`src/rtl/fb_pkg.sv`:
```
package fb_pkg;
  // control register bit positions (software depends on them)
  localparam int CTRL_EN_BIT  = 0;
  localparam int CTRL_ROT_BIT = 1;
  // byte address bit that selects the register
  localparam int REG_IDX_BIT  = 2;

  typedef struct packed {
    logic rot;
    logic en;
  } ctrl_t;
endpackage

```
`src/rtl/fb_regs.sv`:
```
module fb_regs
  import fb_pkg::*;
#(
  parameter int REG_AW = 3,
  parameter int DATA_W = 32,
  parameter int BASE_W = 11
) (
  input  logic              clk,
  input  logic              rst,
  input  logic              wr,
  input  logic [REG_AW-1:0] addr,
  input  logic [DATA_W-1:0] wdata,
  input  logic              apply,
  output logic [DATA_W-1:0] rdata,
  output logic [BASE_W-1:0] act_base,
  output ctrl_t             act_ctrl
);
  localparam int LOW_W = DATA_W - BASE_W;

  logic [BASE_W-1:0] sh_base;
  ctrl_t             sh_ctrl;
  logic              sel_ctrl;
  logic              unused_regs;

  assign sel_ctrl    = addr[REG_IDX_BIT];
  assign unused_regs = ^{addr, wdata};

  always_ff @(posedge clk) begin
    if (rst) begin
      sh_base  <= '0;
      sh_ctrl  <= '0;
      act_base <= '0;
      act_ctrl <= '0;
      rdata    <= '0;
    end else begin
      if (wr) begin
        if (sel_ctrl) begin
          sh_ctrl.en  <= wdata[CTRL_EN_BIT];
          sh_ctrl.rot <= wdata[CTRL_ROT_BIT];
        end else begin
          sh_base <= wdata[DATA_W-1 -: BASE_W];
        end
      end
      if (apply) begin
        act_base <= sh_base;
        act_ctrl <= sh_ctrl;
      end
      if (sel_ctrl) rdata <= {{(DATA_W-2){1'b0}}, sh_ctrl.rot, sh_ctrl.en};
      else          rdata <= {sh_base, {LOW_W{1'b0}}};
    end
  end
endmodule

```
`src/rtl/fb_timing.sv`:
```
module fb_timing #(
  parameter int H_ACTIVE = 640,
  parameter int H_FP     = 16,
  parameter int H_SYNC   = 96,
  parameter int H_BP     = 48,
  parameter int V_ACTIVE = 480,
  parameter int V_FP     = 10,
  parameter int V_SYNC   = 2,
  parameter int V_BP     = 33,
  localparam int H_TOTAL = H_ACTIVE + H_FP + H_SYNC + H_BP,
  localparam int V_TOTAL = V_ACTIVE + V_FP + V_SYNC + V_BP,
  localparam int H_W     = $clog2(H_TOTAL),
  localparam int V_W     = $clog2(V_TOTAL)
) (
  input  logic           clk,
  input  logic           rst,
  output logic [H_W-1:0] h_cnt,
  output logic [V_W-1:0] v_cnt,
  output logic           vis,
  output logic           hs,
  output logic           vs,
  output logic           frame_apply
);
  localparam logic [H_W-1:0] H_LAST   = H_W'(H_TOTAL - 1);
  localparam logic [V_W-1:0] V_LAST   = V_W'(V_TOTAL - 1);
  localparam logic [H_W-1:0] HS_START = H_W'(H_ACTIVE + H_FP);
  localparam logic [H_W-1:0] HS_END   = H_W'(H_ACTIVE + H_FP + H_SYNC);
  localparam logic [V_W-1:0] VS_START = V_W'(V_ACTIVE + V_FP);
  localparam logic [V_W-1:0] VS_END   = V_W'(V_ACTIVE + V_FP + V_SYNC);

  always_ff @(posedge clk) begin
    if (rst) begin
      h_cnt <= '0;
      v_cnt <= '0;
    end else if (h_cnt == H_LAST) begin
      h_cnt <= '0;
      v_cnt <= (v_cnt == V_LAST) ? '0 : v_cnt + 1'b1;
    end else begin
      h_cnt <= h_cnt + 1'b1;
    end
  end

  assign vis         = (h_cnt < H_W'(H_ACTIVE)) && (v_cnt < V_W'(V_ACTIVE));
  assign hs          = (h_cnt >= HS_START) && (h_cnt < HS_END);
  assign vs          = (v_cnt >= VS_START) && (v_cnt < VS_END);
  assign frame_apply = (v_cnt == V_W'(V_ACTIVE)) && (h_cnt == '0);
endmodule

```
`src/rtl/fb_addr_gen.sv`:
```
module fb_addr_gen
  import fb_pkg::*;
#(
  parameter int H_ACTIVE    = 640,
  parameter int V_ACTIVE    = 480,
  parameter int H_W         = 10,
  parameter int V_W         = 10,
  parameter int STRIDE_LOG2 = 10,
  parameter int BASE_W      = 11,
  parameter int WADDR_W     = 30,
  localparam int ROW_W      = WADDR_W - BASE_W - STRIDE_LOG2
) (
  input  logic               clk,
  input  logic               rst,
  input  logic [H_W-1:0]     h_cnt,
  input  logic [V_W-1:0]     v_cnt,
  input  logic               vis,
  input  logic [BASE_W-1:0]  base,
  input  ctrl_t              ctrl,
  output logic               mem_req,
  output logic [WADDR_W-1:0] mem_addr
);
  logic [STRIDE_LOG2-1:0] col_fwd, col;
  logic [ROW_W-1:0]       row_fwd, row;

  assign col_fwd = STRIDE_LOG2'(h_cnt);
  assign row_fwd = ROW_W'(v_cnt);

  // scan direction variant: the half-turn view mirrors both axes
  always_comb begin
    if (ctrl.rot) begin
      col = STRIDE_LOG2'(H_ACTIVE - 1) - col_fwd;
      row = ROW_W'(V_ACTIVE - 1) - row_fwd;
    end else begin
      col = col_fwd;
      row = row_fwd;
    end
  end

  always_ff @(posedge clk) begin
    if (rst) begin
      mem_req  <= 1'b0;
      mem_addr <= '0;
    end else begin
      mem_req  <= vis && ctrl.en;
      mem_addr <= {base, row, col};
    end
  end
endmodule

```
`src/rtl/fb_pixel_out.sv`:
```
module fb_pixel_out #(
  parameter int RD_LAT = 2,
  parameter int DATA_W = 32,
  localparam int DLY   = RD_LAT + 2
) (
  input  logic              clk,
  input  logic              rst,
  input  logic              vis,
  input  logic              en,
  input  logic              hs,
  input  logic              vs,
  input  logic              rvalid,
  input  logic [DATA_W-1:0] rdata,
  output logic              hsync_n,
  output logic              vsync_n,
  output logic              de,
  output logic [7:0]        red,
  output logic [7:0]        green,
  output logic [7:0]        blue
);
  // stage bits: 3 visible, 2 visible and enabled, 1 hsync, 0 vsync
  logic [3:0] stg [DLY];
  logic       unused_px;

  always_ff @(posedge clk) begin
    if (rst) stg[0] <= '0;
    else     stg[0] <= {vis, vis & en, hs, vs};
  end

  for (genvar k = 1; k < DLY; k++) begin : g_dly
    always_ff @(posedge clk) begin
      if (rst) stg[k] <= '0;
      else     stg[k] <= stg[k-1];
    end
  end

  always_ff @(posedge clk) begin
    if (rst) begin
      red   <= '0;
      green <= '0;
      blue  <= '0;
    end else if (rvalid && stg[RD_LAT][2]) begin
      red   <= rdata[23:16];
      green <= rdata[15:8];
      blue  <= rdata[7:0];
    end else begin
      red   <= '0;
      green <= '0;
      blue  <= '0;
    end
  end

  assign de        = stg[DLY-1][3];
  assign hsync_n   = ~stg[DLY-1][1];
  assign vsync_n   = ~stg[DLY-1][0];
  assign unused_px = ^{stg[DLY-1][2], rdata};
endmodule

```
`src/rtl/fb_scan_ctrl.sv`:
```
module fb_scan_ctrl
  import fb_pkg::*;
#(
  parameter int H_ACTIVE    = 640,
  parameter int H_FP        = 16,
  parameter int H_SYNC      = 96,
  parameter int H_BP        = 48,
  parameter int V_ACTIVE    = 480,
  parameter int V_FP        = 10,
  parameter int V_SYNC      = 2,
  parameter int V_BP        = 33,
  parameter int STRIDE_LOG2 = 10,
  parameter int BASE_W      = 11,
  parameter int DATA_W      = 32,
  parameter int REG_AW      = 3,
  parameter int RD_LAT      = 2,
  localparam int WADDR_W    = DATA_W - 2
) (
  input  logic               clk,
  input  logic               rst,
  input  logic               reg_wr,
  input  logic [REG_AW-1:0]  reg_addr,
  input  logic [DATA_W-1:0]  reg_wdata,
  output logic [DATA_W-1:0]  reg_rdata,
  output logic               mem_req,
  output logic [WADDR_W-1:0] mem_addr,
  input  logic               mem_rvalid,
  input  logic [DATA_W-1:0]  mem_rdata,
  output logic               hsync_n,
  output logic               vsync_n,
  output logic               de,
  output logic [7:0]         red,
  output logic [7:0]         green,
  output logic [7:0]         blue
);
  localparam int H_TOTAL = H_ACTIVE + H_FP + H_SYNC + H_BP;
  localparam int V_TOTAL = V_ACTIVE + V_FP + V_SYNC + V_BP;
  localparam int H_W     = $clog2(H_TOTAL);
  localparam int V_W     = $clog2(V_TOTAL);

  logic [H_W-1:0]    h_cnt;
  logic [V_W-1:0]    v_cnt;
  logic              vis, hs, vs, frame_apply;
  logic [BASE_W-1:0] act_base;
  ctrl_t             act_ctrl;

  fb_regs #(.REG_AW(REG_AW), .DATA_W(DATA_W), .BASE_W(BASE_W)) u_regs (
    .clk(clk), .rst(rst), .wr(reg_wr), .addr(reg_addr), .wdata(reg_wdata),
    .apply(frame_apply), .rdata(reg_rdata), .act_base(act_base), .act_ctrl(act_ctrl)
  );

  fb_timing #(
    .H_ACTIVE(H_ACTIVE), .H_FP(H_FP), .H_SYNC(H_SYNC), .H_BP(H_BP),
    .V_ACTIVE(V_ACTIVE), .V_FP(V_FP), .V_SYNC(V_SYNC), .V_BP(V_BP)
  ) u_timing (
    .clk(clk), .rst(rst), .h_cnt(h_cnt), .v_cnt(v_cnt), .vis(vis),
    .hs(hs), .vs(vs), .frame_apply(frame_apply)
  );

  fb_addr_gen #(
    .H_ACTIVE(H_ACTIVE), .V_ACTIVE(V_ACTIVE), .H_W(H_W), .V_W(V_W),
    .STRIDE_LOG2(STRIDE_LOG2), .BASE_W(BASE_W), .WADDR_W(WADDR_W)
  ) u_addr (
    .clk(clk), .rst(rst), .h_cnt(h_cnt), .v_cnt(v_cnt), .vis(vis),
    .base(act_base), .ctrl(act_ctrl), .mem_req(mem_req), .mem_addr(mem_addr)
  );

  fb_pixel_out #(.RD_LAT(RD_LAT), .DATA_W(DATA_W)) u_pix (
    .clk(clk), .rst(rst), .vis(vis), .en(act_ctrl.en), .hs(hs), .vs(vs),
    .rvalid(mem_rvalid), .rdata(mem_rdata), .hsync_n(hsync_n), .vsync_n(vsync_n),
    .de(de), .red(red), .green(green), .blue(blue)
  );
endmodule

```
`config.mk`:
```
export PLATFORM = sky130hd
export DESIGN_NAME = fb_scan_ctrl
export DESIGN_NICKNAME = d
export VERILOG_FILES = /design/src/rtl/fb_pkg.sv /design/src/rtl/fb_regs.sv /design/src/rtl/fb_timing.sv /design/src/rtl/fb_addr_gen.sv /design/src/rtl/fb_pixel_out.sv /design/src/rtl/fb_scan_ctrl.sv
export SDC_FILE = /design/constraint.sdc
export NUM_CORES = 1
export LEC_CHECK = 0
export BUFFER_PORTS_ARGS = -buffer_cell sky130_fd_sc_hd__buf_2
export CAP_MARGIN = 5
export CORE_ASPECT_RATIO = 0.7
export CORE_UTILIZATION = 54
export DETAILED_ROUTE_END_ITERATION = 10
export GPL_TIMING_DRIVEN = 1
export PLACE_DENSITY = 0.82
export SLEW_MARGIN = 20
export SYNTH_ARGS = -nofsm -noshare
export SYNTH_HDL_FRONTEND = slang
export SYNTH_HIERARCHICAL = 1
export SYNTH_SLANG_ARGS = --single-unit
```
`constraint.sdc`:
```
create_clock -name clk -period 4.5 [get_ports clk]
set_clock_uncertainty 0.05 [all_clocks]
set_input_delay 0.45 -clock clk [delete_from_list [all_inputs] [get_ports clk]]
set_output_delay 0.45 -clock clk [all_outputs]
set_load 0.01 [all_outputs]
```
# After elaboration in Yosys (flattened, before gate mapping)
# Memories as Yosys holds them, arrays and structs flattened.
# Cells that the tools add are included.
# op_classes
addsub	4
order_cmp	6
eq_ne	3
mux	10
bitwise_logic	9
n_reduce_logical	13
# ops
op	n
$add 10x1->10 const B	2
$eq 10x10->1 const B	2
$lt 10x10->1 const B	2
$lt 10x9->1 const B	2
$mux 10	2
$mux 4	4
$eq 10x9->1 const B	1
$ge 10x10->1 const B	1
$ge 10x9->1 const B	1
$logic_not 10->1	1
$sub 10x10->10 const A	1
$mux 9	1
$sub 9x9->9 const A	1
$reduce_or 2->1	4
$logic_and 1x1->1	6
$not 1->1	4
$or 1x1->1	4
$reduce_and 2->1	2
$mux 1	3
$and 1x1->1	1
# totals
regBits	133
mem_bits_rw	16
inputBits	71
out_inout_bits	90
elab_cells	62
memories	1
# memory_table
memory	words	word_bits	rd	rd_ports_with_merged_regs	wr	line_no	text
u_pix.stg	4	4	4	0	4	fb_pixel_out.sv:22	logic [3:0] stg [DLY];

# Depth between registers and ports, before layout
# depth
word_depth	4
mapped_depth	9
depth_no_buf	7

# Hierarchy
# Netlist, hierarchy kept.
# by_module_without_submodules
mod	n_inst	cells_each	area_each_um2	seq_area_each_um2
fb_regs	1	149	1555.2	780.7
fb_pixel_out	1	88	1206.2	780.7
fb_timing	1	124	1082.3	400.4
fb_addr_gen	1	95	1012.2	620.6

# Worst setup path after synthesis
# Ideal clock, no wire load.
# synth_path
kind	reg2reg
start	register u_timing.h_cnt[0]
end	register u_timing.v_cnt[7]
setup_ns	0.070
arrival_time_ns	1.897
required_time_ns	4.380
slack_ns	2.483
path_stages_with_launch	7
path_buffers	1
synth_period_minus_slack_ns	2.017
path_cell_list	dfxtp_1 ha_1 nand4_2 or3_4 buf_6 or4_1 a21oi_1
# synth_between
elab_chain_cells	1
# synth_rtl
item	line_no	text
from (decl)	fb_timing.sv:17	output logic [H_W-1:0] h_cnt,
from (signal assigned)	fb_timing.sv:39	h_cnt <= h_cnt + 1'b1;
$eq 10x10->1	fb_timing.sv:35	end else if (h_cnt == H_LAST) begin
to (signal assigned)	fb_timing.sv:37	v_cnt <= (v_cnt == V_LAST) ? '0 : v_cnt + 1'b1;
to (decl)	fb_timing.sv:18	output logic [V_W-1:0] v_cnt,
# Every way passes these cells.
# A chain may end at the register's enable or synchronous reset.

# Worst setup path in the final report
# layout_path
start	register u_timing.v_cnt[5]
end	register u_regs.act_base[3]
# layout_between
elab_chain_cells	2
# layout_rtl
item	line_no	text
$eq 10x9->1	fb_timing.sv:46	assign frame_apply = (v_cnt == V_W'(V_ACTIVE)) && (h_cnt == '0);
$logic_and 1x1->1	fb_timing.sv:46	
net frame_apply	fb_scan_ctrl.sv:43	logic vis, hs, vs, frame_apply;
to (signal assigned)	fb_regs.sv:45	act_base <= sh_base;
to (decl)	fb_regs.sv:15	output logic [BASE_W-1:0] act_base,
# The timed path passes the listed nets, and every way through them passes these cells.

==> results.ini <==
[worst_setup_path]
worst-setup-path-type=reg2reg
reg2regPathDepth=5
cp-start-kind=flop
critical_path_required_ps=4700
end_kind=flop
cp_max_fo=13
cp_data_arrival_time_ps=2830

[yosys]
synth_cell_types=45
post-synth-top-area-cell=dfxtp_1
ys_seq_area_share_pct=53.2
synth_enable_flop_cells=0
syn_inst=456
syn_area_per_cell_sq_um=10.6
yosys_register_bits=129
synth_top_area_share_pct=53.2
async_flop_share_pct=0
syn_area_sq_um=4860
synthTopCellsByArea=dfxtp_1 53%, and4b_1 4.9%, buf_4 3.9%
synthFlopType=dfxtp_1
yosys_warnings=6

[min_path]
worstHoldPathCells=3
min_path_type=in2reg

[clocking]
clockBufferDepth=2
post_cts_resized=0
clk_pin_slew_ps=60
clk_latency_ps=410
cts.sinks=129
cts_root_buf=clkbuf_16
htreeDepth=4
cts_hold_buf=0
numCtsBuffers=17
cts_tree=done
postCtsSetupBuffers=0

[job]
max_cap_violations=0

[floorplanning]
rows=28
die_x_um=115
chipHeight_um=81.3
initial_core_util_pct=56.6
pin_count=161
die-area_sq_um=9380
coreArea_sq_um=8580

[sta]
hold_viol=0
setup_viol=0
period_share_pct=58.4
fin_crit_ps=2630
whs_ps=253
fmax_ghz=0.381
worstMarginPinSlew_ps=1050
rsz0062_at_grt=false
slew_headroom_pct=30.0
fin_tns_setup_ps=0
finalMaxSlewViolations=0

[cells_and_area]
n_antenna_cell=0
mostFrequentLayoutCell=dfxtp_1
final_core_utilization_pct=69.1
area_growth_pct=22.1
nets=636
drive_gt1_share_pct=28.5
design_area_sq_um=5930
fill_cells=632
layout_common_cells=129 x dfxtp_1, 111 x buf_2, 46 x nor2_1, 24 x and4b_1

[run_status]
status=finished, final reports clean

[global_routing]
track_usage_pct=21.6
grt_max_degree=118
grt_pass1_vias=3111
grt_pass1_wl_mm=15.2
grt_overflow=0
antenna_found_initial=0

[placement]
globalplace.congestion=0.807
hpwl_mm=6.26
place_area_sq_um=5300
port_buffers=112

[drt]
dr.pass1.iters=4
vias=3431
dr.first_iter.drc_count=216
wl_per_cell_um=14.0
final_antenna_net_count=0
avgViaCountPerCell=4.96
drc_errors=0
finalWirelength_mm=9.66

[power_and_ir_drop]
ir_worst_vdd_mv=0.287
p_leak_nw=2.62
power.density_nw_per_um2=452

-- worst max-delay path, cell delays in order, from the launching register on --
cell     delay [ps]
dfxtp_1         560
nand4_1         280
nor4_1          460
and3_1          790
mux2i_1         270
nor2_1           60
-- cells in the mapped netlist (all sizes together) (6+ instances only) --
cell	count
buf	42
nor2	47
dfxtp	129
nand4bb	12
o21ai	15
nand4	6
nor2b	31
a21oi	9
nand2b	12
inv	12
nand2	6
ha	6
and4b	24
xnor2	21
nand3	11
nor4	6
and2	11
mux2i	14
-- metrics by stage --
step                instances  worst slack (ps)  total power [mW]
detailed placement        660              2080              1.27
CTS                       692              1960              2.70
finish                    692              1870              2.68
floorplan                 474              2480              1.25
global route              692              1740              2.76
global placement          660              2120              1.27
-- kinds of logic (layout without fill, tap and decap cells) --
group                      after synthesis  in the layout  synth area share, %
AOI/OAI and AO/OA                       31             31                 3.71
xor gates and xnor gates                26             26                 4.69
adders and majority gates                6              6                 1.55
buffers and inverters                   59            157                 7.96
DFF                                    129            129                 53.2
muxes                                   15             15                 3.12
other                                    1             19               0.0772
and+or+nand+nor                        189            189                 25.7
-- worst paths after layout --
path	endpoint	slack (ps)	start
worst min register to register	u_pix/stg[1][7]$_SDFF_PP0_	380	u_pix/stg[1][3]$_SDFF_PP0_
worst min-delay path	u_regs/sh_ctrl[0]$_SDFFE_PP0P_	250	reg_wdata[0]
worst max register to register	u_regs/act_base[3]$_SDFFE_PP0P_	1870	u_timing/v_cnt[5]$_SDFFE_PP0N_
worst max-delay path	u_regs/act_base[3]$_SDFFE_PP0P_	1870	u_timing/v_cnt[5]$_SDFFE_PP0N_
-- sequential cells by signal (all words and copies together) (netlist names) --
| name | cells |
|---|---|
| u_addr/mem_addr | 30 |
| u_pix/stg | 15 |
| u_regs/rdata | 13 |
| u_regs/act_base | 11 |
| u_regs/sh_base | 11 |
| u_timing/h_cnt | 10 |
| u_timing/v_cnt | 10 |
| u_pix/blue | 8 |
| u_pix/green | 8 |
| u_pix/red | 8 |
| u_regs/act_ctrl | 2 |
| u_regs/sh_ctrl | 2 |
| u_addr/mem_req | 1 |
-- metal layers --
| layer | global-route usage (%) | wire length, um | up-vias |
|---|---|---|---|
| li1 | - | - | 1711 |
| met5 | 0 | 0 | - |
| met2 | 32.6 | 4260 | 126 |
| met3 | 6.49 | 602 | 17 |
| met1 | 28.6 | 4620 | 1577 |
| met4 | 10.0 | 176 | 0 |
-- power by group --
group / total (mW) / internal, mW / switching (mW)
Clock: 1.43 / 0.940 / 0.491
Sequential: 1.17 / 1.16 / 0.00953
Combinational: 0.0849 / 0.0346 / 0.0502
-- area by class of cell --
class                      count  area [sq um]  share of cell area [%]
inverter                      12          45.0                   0.760
timing repair buffer         113           571                    9.62
clock inverter                14           188                    3.17
clock buffer                  18           439                    7.41
tap                          120           150                    2.53
sequential                   129          2580                    43.6
multi-input combinational    286          1950                    33.0
(Power assumes the default switching activity.)
